## src/rtl/swtlb_pkg.sv

```systemverilog
package swtlb_pkg;
  localparam int VA_W   = 32;
  localparam int PA_W   = 30;
  localparam int OFF_W  = 12;
  localparam int VPN_W  = VA_W - OFF_W;
  localparam int PPN_W  = PA_W - OFF_W;
  localparam int PERM_W = 2;
  localparam int BASE_W = VA_W - VPN_W - 2;

  // register selects
  localparam logic [2:0] SEL_INDEX = 3'd0;
  localparam logic [2:0] SEL_RAND  = 3'd1;
  localparam logic [2:0] SEL_LO    = 3'd2;
  localparam logic [2:0] SEL_HI    = 3'd3;
  localparam logic [2:0] SEL_BAD   = 3'd4;
  localparam logic [2:0] SEL_CTX   = 3'd5;

  // staging-low layout: ppn [25:8], ref 4, dirty 3, valid 2, perm [1:0]
  localparam int LO_PPN_LSB = 8;
  localparam logic [31:0] LO_MASK = 32'h03FF_FF1F;

  typedef struct packed {
    logic              valid;
    logic [VPN_W-1:0]  vpn;
    logic [PPN_W-1:0]  ppn;
    logic              dirty;
    logic              refd;
    logic [PERM_W-1:0] perm;
  } tlb_entry_t;
endpackage

```

## src/rtl/tlb_victim_ptr.sv

```systemverilog
module tlb_victim_ptr #(
  parameter int ENTRIES = 16,
  localparam int IW = $clog2(ENTRIES)
) (
  input  logic          clk,
  input  logic          rst,
  output logic [IW-1:0] ptr
);
  localparam logic [IW-1:0] TOP = IW'(ENTRIES - 1);

  always_ff @(posedge clk) begin
    if (rst)             ptr <= TOP;
    else if (ptr == '0)  ptr <= TOP;
    else                 ptr <= ptr - 1'b1;
  end
endmodule

```

## src/rtl/tlb_cam.sv

```systemverilog
module tlb_cam
  import swtlb_pkg::*;
#(
  parameter int ENTRIES = 16,
  localparam int IW = $clog2(ENTRIES)
) (
  input  logic             clk,
  input  logic             rst,
  input  logic             wr_en,
  input  logic [IW-1:0]    wr_idx,
  input  tlb_entry_t       wr_entry,
  input  logic             ref_set,
  input  logic [IW-1:0]    ref_idx,
  input  logic [VPN_W-1:0] look_vpn,
  output logic             match_any,
  output logic [IW-1:0]    match_idx,
  output tlb_entry_t       match_entry
);
  tlb_entry_t         slot_q [ENTRIES];
  logic [ENTRIES-1:0] hitv;

  always_ff @(posedge clk) begin
    for (int i = 0; i < ENTRIES; i++) begin
      if (rst)
        slot_q[i] <= '0;
      else if (wr_en && wr_idx == IW'(i))
        slot_q[i] <= wr_entry;
      else if (ref_set && ref_idx == IW'(i))
        slot_q[i].refd <= 1'b1;
    end
  end

  for (genvar g = 0; g < ENTRIES; g++) begin : g_cmp
    assign hitv[g] = slot_q[g].valid && (slot_q[g].vpn == look_vpn);
  end

  // lowest-numbered matching slot wins
  always_comb begin
    match_idx = '0;
    for (int i = ENTRIES - 1; i >= 0; i--)
      if (hitv[i]) match_idx = IW'(i);
  end

  assign match_any   = |hitv;
  assign match_entry = slot_q[match_idx];
endmodule

```

## src/rtl/swtlb.sv

```systemverilog
module swtlb
  import swtlb_pkg::*;
#(
  parameter int          ENTRIES     = 16,
  parameter logic [31:0] MISS_VECTOR = 32'h8000_0000,
  localparam int IW = $clog2(ENTRIES)
) (
  input  logic             clk,
  input  logic             rst,
  input  logic             lk_valid,
  input  logic [VA_W-1:0]  lk_vaddr,
  input  logic             lk_store,
  output logic [PA_W-1:0]  lk_paddr,
  output logic             lk_hit,
  output logic             lk_miss,
  output logic             lk_modify,
  output logic [IW-1:0]    lk_idx,
  output logic             lk_ref,
  output logic [PERM_W-1:0] lk_perm,
  output logic [31:0]      exc_target,
  input  logic             reg_wr,
  input  logic [2:0]       reg_sel,
  input  logic [31:0]      reg_wdata,
  output logic [31:0]      reg_rdata,
  input  logic             cmd_wr_index,
  input  logic             cmd_wr_random
);
  logic [IW-1:0]     idx_q;
  logic [IW-1:0]     rnd_q;
  logic [31:0]       lo_q;
  logic [VPN_W-1:0]  vpn_q;
  logic [VA_W-1:0]   bad_q;
  logic [BASE_W-1:0] base_q;

  logic             match_any;
  logic [IW-1:0]    match_idx;
  tlb_entry_t       match_entry;
  tlb_entry_t       wr_entry;
  logic             wr_en;
  logic [IW-1:0]    wr_idx;
  logic             exc;

  tlb_victim_ptr #(.ENTRIES(ENTRIES)) u_rnd (
    .clk (clk),
    .rst (rst),
    .ptr (rnd_q)
  );

  // staging pair -> slot image
  always_comb begin
    wr_entry.valid = lo_q[2];
    wr_entry.vpn   = vpn_q;
    wr_entry.ppn   = lo_q[LO_PPN_LSB +: PPN_W];
    wr_entry.dirty = lo_q[3];
    wr_entry.refd  = lo_q[4];
    wr_entry.perm  = lo_q[PERM_W-1:0];
  end

  // index command has priority over random command
  assign wr_en  = cmd_wr_index | cmd_wr_random;
  assign wr_idx = cmd_wr_index ? idx_q : rnd_q;

  tlb_cam #(.ENTRIES(ENTRIES)) u_cam (
    .clk         (clk),
    .rst         (rst),
    .wr_en       (wr_en),
    .wr_idx      (wr_idx),
    .wr_entry    (wr_entry),
    .ref_set     (lk_hit & ~lk_modify),
    .ref_idx     (match_idx),
    .look_vpn    (lk_vaddr[VA_W-1:OFF_W]),
    .match_any   (match_any),
    .match_idx   (match_idx),
    .match_entry (match_entry)
  );

  // same-cycle lookup results
  assign lk_hit     = lk_valid & match_any;
  assign lk_miss    = lk_valid & ~match_any;
  assign lk_modify  = lk_hit & lk_store & ~match_entry.dirty;
  assign lk_paddr   = {match_entry.ppn, lk_vaddr[OFF_W-1:0]};
  assign lk_idx     = match_idx;
  assign lk_ref     = match_entry.refd;
  assign lk_perm    = match_entry.perm;
  assign exc_target = lk_miss ? MISS_VECTOR : 32'h0;
  assign exc        = lk_miss | lk_modify;

  always_ff @(posedge clk) begin
    if (rst) begin
      idx_q  <= '0;
      lo_q   <= '0;
      vpn_q  <= '0;
      bad_q  <= '0;
      base_q <= '0;
    end else begin
      if (exc) bad_q <= lk_vaddr;
      if (reg_wr) begin
        case (reg_sel)
          SEL_INDEX: idx_q  <= reg_wdata[IW-1:0];
          SEL_LO:    lo_q   <= reg_wdata & LO_MASK;
          SEL_HI:    vpn_q  <= reg_wdata[VA_W-1:OFF_W];
          SEL_CTX:   base_q <= reg_wdata[31 -: BASE_W];
          default: ;
        endcase
      end
    end
  end

  always_comb begin
    case (reg_sel)
      SEL_INDEX: reg_rdata = 32'(idx_q);
      SEL_RAND:  reg_rdata = 32'(rnd_q);
      SEL_LO:    reg_rdata = lo_q;
      SEL_HI:    reg_rdata = {vpn_q, {OFF_W{1'b0}}};
      SEL_BAD:   reg_rdata = bad_q;
      SEL_CTX:   reg_rdata = {base_q, bad_q[VA_W-1:OFF_W], 2'b00};
      default:   reg_rdata = 32'h0;
    endcase
  end
endmodule

```

## config.mk

```make
export PLATFORM = sky130hd
export DESIGN_NAME = swtlb
export DESIGN_NICKNAME = d
export VERILOG_FILES = /design/src/rtl/swtlb_pkg.sv /design/src/rtl/tlb_victim_ptr.sv /design/src/rtl/tlb_cam.sv /design/src/rtl/swtlb.sv
export SDC_FILE = /design/constraint.sdc
export NUM_CORES = 2
export LEC_CHECK = 0
export BUFFER_PORTS_ARGS = -buffer_cell sky130_fd_sc_hd__buf_2
export CORE_UTILIZATION = 45
export DETAILED_ROUTE_END_ITERATION = 10
export PLACE_DENSITY = 0.66
export SYNTH_ARGS = -nofsm -noshare
export SYNTH_HDL_FRONTEND = slang
export SYNTH_SLANG_ARGS = --single-unit
```

## constraint.sdc

```tcl
create_clock -name clk -period 4.1 [get_ports clk]
set_clock_uncertainty 0.2 [all_clocks]
set_input_delay 0.41 -clock clk [delete_from_list [all_inputs] [get_ports clk]]
set_output_delay 0.41 -clock clk [all_outputs]
set_load 0.01 [all_outputs]
```

* After elaboration in Yosys (flattened, before gate mapping) *
Memories as Yosys holds them, arrays and structs flattened.
Cells that the tools add are included.

storage, ports and cells
  RAM bits = 688
  bits in registers = 93
  output and inout port bits = 104
  input bits = 74
  memories kept = 1

operators by class
  multiplexer cells = 165
  bitwise logic cells = 42
  reductions and logical operators = 58
  equal/unequal tests = 51
  $add $sub $neg = 1

memory list
  memory        words  bits a word  read ports  clocked after memory_dff  wr ports  line           source
  u_cam.slot_q  16     43           17          0                         16        tlb_cam.sv:19  tlb_entry_t slot_q [ENTRIES];

operators with widths
  kind                                                                   number
  43-bit two-way mux                                                     16
  20-bit equality test                                                   16
  32-bit case mux with 6 select lines                                    1
  1-bit two-way mux                                                      130
  4-bit two-way mux                                                      17
  4-bit equality test, second input constant                             16
  1-bit logical AND                                                      48
  1-bit bitwise OR                                                       34
  4-bit by 3-bit equality test with 1-bit output, second input constant  8
  32-bit two-way mux                                                     1
  4-bit by 2-bit equality test with 1-bit output, second input constant  4
  16-bit OR reduction                                                    1
  4-bit zero test                                                        3
  4-bit by 1-bit equality test with 1-bit output, second input constant  2
  2-bit AND reduction                                                    4
  3-bit by 2-bit equality test with 1-bit output, second input constant  2
  3-bit equality test, second input constant                             2
  1-bit AND                                                              5
  4-bit by 1-bit subtractor with 4-bit output, second input constant     1
  3-bit by 1-bit equality test with 1-bit output, second input constant  1
  3-bit zero test                                                        1
  1-bit inverter                                                         3
  2-bit OR reduction                                                     1

* Logic depth before layout (Yosys ltp) *
An unclocked memory read counts as a cell.

  depth after elaboration = 30
  gate-level depth with buffers = 17

* Hierarchy *
Synthesis repeated with hierarchy kept, for this count alone.

unflattened totals
  cells, all modules = 4579
  area, all modules = 46607.2 sq um

modules (own cells, without submodules)
  module          instances  area each (sq um)  seq. area each (sq um)  cells an instance
  tlb_cam         1          41708.8            20659.8                 4006
  swtlb           1          4728.3             1781.7                  555
  tlb_victim_ptr  1          170.2              80.1                    18

* Worst setup path before layout *
OpenSTA, ideal clock, no wires.

  path kind = input to output
  from = input port lk_vaddr[17]
  to = output port lk_paddr[24]
  arrival = 3525 ps
  cell stages on the path = 14
  setup slack = -35 ps
  data required time = 3490 ps
  cells stage by stage = buf_4 -> buf_2 -> xnor2_1 -> nand4_1 -> nor4_1 -> o211ai_1 -> o311a_1 -> or4b_4 -> nand2_4 -> buf_2 -> clkbuf_1 -> mux2_2 -> o21ai_0 -> o221ai_1

on the way
  word-level cells in the longest chain between the ends = 19
  elaborated cells between the ends (all ways) = 49

ends and longest elaborated chain
  element                           line           source
  start, declared                   swtlb.sv:11    input logic [VA_W-1:0] lk_vaddr,
  20-bit equality test              tlb_cam.sv:34  assign hitv[g] = slot_q[g].valid && (slot_q[g].vpn == look_vpn);
  1-bit logical AND                 tlb_cam.sv:34
  4-bit two-way mux (15 in series)  tlb_cam.sv:41  if (hitv[i]) match_idx = IW'(i);
  4-bit two-way mux *               tlb_cam.sv:41
  memory 16 x 43 bit *              --
  end, declared                     swtlb.sv:13    output logic [PA_W-1:0] lk_paddr,

Mark *: on every way between the ends. The rest lies on a longest branch, timed or not.

==> flow_summary.ini <==
[floorplanning]
coreArea_um2 = 86900
die_w_um = 299
dieArea_um2 = 89100
io_pins = 178
start_util_pct = 45.5
rows = 108
die_h_um = 299

[yosys]
synth_edf_count = 688
ys_async_sr_fraction_pct = 0
seq_area_frac_synth_pct = 56.9
yosysWarnings = 0
yosysUniqueCellTypes = 75
synthCells = 3385
yosys-top-cells-area = edfxtp_1 52%, and2_1 11%, xnor2_1 5.8%
yosys_most_used_dff = edfxtp_1
syn_area_um2 = 39600
synth_top_area_share_pct = 52.2
ys_ff_latch = 781
post_synth.cell_area_avg_um2 = 11.7
synth_top_cell_by_area = edfxtp_1

[timing]
clock.fmax_ghz = 0.200
finalHoldViolCount = 0
period_minus_slack_ps = 4990
worst_slew_pin_slew_ps = 1130
setup_viol = 87
drv_slew = 0
finalSetupTns_ps = -50420
grt_setup_unrepaired = yes
layout_setup_ws_ps = -890
relSlewSlack_pct = 24.9
finalCritPeriodShare_pct = 122

[routing]
wirelength_um = 129000
drt_iter0_markers = 3291
firstDrtPassIters = 8
routed_via_density = 5.66
drc = 0
antenna_left = 0
wl_per_cell_um = 25.2
route.vias.total = 28900

[worst_setup_path]
rrSetupSlack_ps = -600
crit_required_ps = 3490
startpoint_type = flop
crit_type = reg -> out
arrival_ps = 4380
cp_max_fo = 6
end_kind = output pin

[clocking]
clock_latency_ps = 650
clock_sinks = 781
root_buffer = clkbuf_16
cts_buffers = 83
cts.htree.levels = 3
clk_pin_slew_ps = 60
max-clock-path-buffers = 3
cts_tree = yes

[global_routing]
first_global_vias = 28000
grt_start_max_net_pins = 125
use_met3_pct = 5.31
grt_overflow = 0
busiest_layer = met2
grt_first_pass_wirelength_um = 187000
antenna_found_initial = 10
grt_usage_pct = 28.5
grt_util_met2_pct = 45.1
grtUsageMet1_pct = 38.7

[finish]
drive_gt1_share_pct = 26.8
nNetsFinal = 3963
mostFrequentLayoutCells = 688 x edfxtp_1, 677 x and2_1, 402 x buf_4
layout_commonest_cell = edfxtp_1
area_delta_synth_final_pct = 24.8
regArea_um2 = 22500
multi_input_area_um2 = 16800
fill_cells = 7067

[run_status]
status = finished with violations
failed_checks = negative setup slack

[placed_design]
port_buffers = 143
hpwlAfterDp_um = 81100
place.gp.congestion = 0.908
post-place-ws_ps = -718

[job]
cap_violations = 0

[min_path]
hold_path_class = in -> reg

[power_and_ir_drop]
p_leak_nw = 18.7
internal_power_mw = 13.8
sw_frac_of_total_pct = 24.0
switching_power_mw = 4.37
power_density_nw_per_um2 = 369
combPwrFrac_pct = 9.4
power.share.clock_pct = 40.5
peakVddDrop_uv = 331
seqPwrFrac_pct = 50.1
## path summary, 6_finish.rpt
kind                            cells after the start                  end            startpoint
worst max-delay path                               16         lk_paddr[15]  u_cam.slot_q[14][28]
worst min-delay path                                3   u_cam.slot_q[1][2]              lk_valid
worst max register to register                     18  u_cam.slot_q[13][2]   u_cam.slot_q[3][32]
worst min register to register                      2            base_q[3]             base_q[3]
## power groups by stage
stage	Sequential (mW)	Clock [mW]	Combinational (mW)
floorplan	9.22	0	0.890
detailed placement	9.28	0	1.59
CTS	9.12	7.43	1.66
global placement	9.27	0	1.58
global route	9.16	7.71	1.81
finish	9.13	7.38	1.71
## logic make-up (layout without fill, tap and decap cells)
logic type                 after synthesis  in the layout  synth area share, %
adders and majority gates                1              1               0.0316
buffers and inverters                  313            851                 3.88
and+or+nand+nor                       1396           1396                 20.2
AOI/OAI and AO/OA                      319            320                 5.04
muxes                                  256            256                 6.76
xor gates and xnor gates               318            318                 7.13
other                                    1             35              0.00948
DFF                                    781            781                 56.9
## stage by stage
step / area [um^2] / util, % / cells / power (mW) / hold slack, ps
after global routing: 49400 / 56.8 / 5110 / 18.7 / 87.2
final: 49400 / 56.8 / 5113 / 18.2 / 63.9
after detailed placement: 44400 / 51.1 / 4858 / 10.9 / 247
after CTS: 48400 / 55.8 / 5092 / 18.2 / 30.3
after global placement: 44400 / 51.1 / 4858 / 10.9 / 244
after floorplan: 39700 / - / 3415 / 10.1 / 236
## flip-flops by register name, indices dropped and copies added (netlist names)
| signal | cells |
|---|---|
| bad_q | 32 |
| base_q | 10 |
| idx_q | 4 |
| lo_q | 23 |
| u_cam.slot_q | 688 |
| u_rnd.ptr | 4 |
| vpn_q | 20 |
## final cells by class
type                            count  area share (%)
Multi-Input combinational cell   2322            34.0
Timing Repair Buffer              680            12.0
Antenna cell                        4          0.0203
Clock inverter                     48           0.770
Clock buffer                      103            4.51
Inverter                           20           0.162
Tap cell                         1155            2.93
Sequential cell                   781            45.6
## critical path, cell delays in order, from the launching register on
cell,delay (ps)
edfxtp_1,420
xnor2_2,210
nand4_1,130
nor4_2,280
buf_4,160
a211oi_4,60
o311a_4,430
or4b_4,590
nand2_8,160
buf_12,130
clkbuf_16,150
mux2_2,330
nand2_1,60
o21ai_1,70
a21oi_1,190
o221ai_2,150
buf_2,180
## what timing repair did
item / in CTS / in global routing
gates cloned: 12 / 2
hold endpoints to repair: 69 / 0
gates resized for setup: 103 / 218
setup buffers: 31 / 20
setup endpoints to repair: 88 / 91
pin swaps: 31 / 73
hold buffers: 41 / 0
## per-layer routing
metal	vias to the layer above	share of wire, %
met5	-	0
met4	0	4.0
met2	1486	46
met1	14300	41
li1	12900	-
met3	283	9.3
## cells in the mapped netlist (all sizes together) (48+ instances only)
library cell and instances:
o21ai 94, xor2 50, xnor2 268, mux2 87
and2 677, edfxtp 688, mux2i 169, nand3 48
nand4 118, clkbuf 179, nand2b 84, nor2 75
buf 114, nand2 237, dfxtp 93, a21oi 94
No activity file was read; power rests on OpenSTA's default activity.
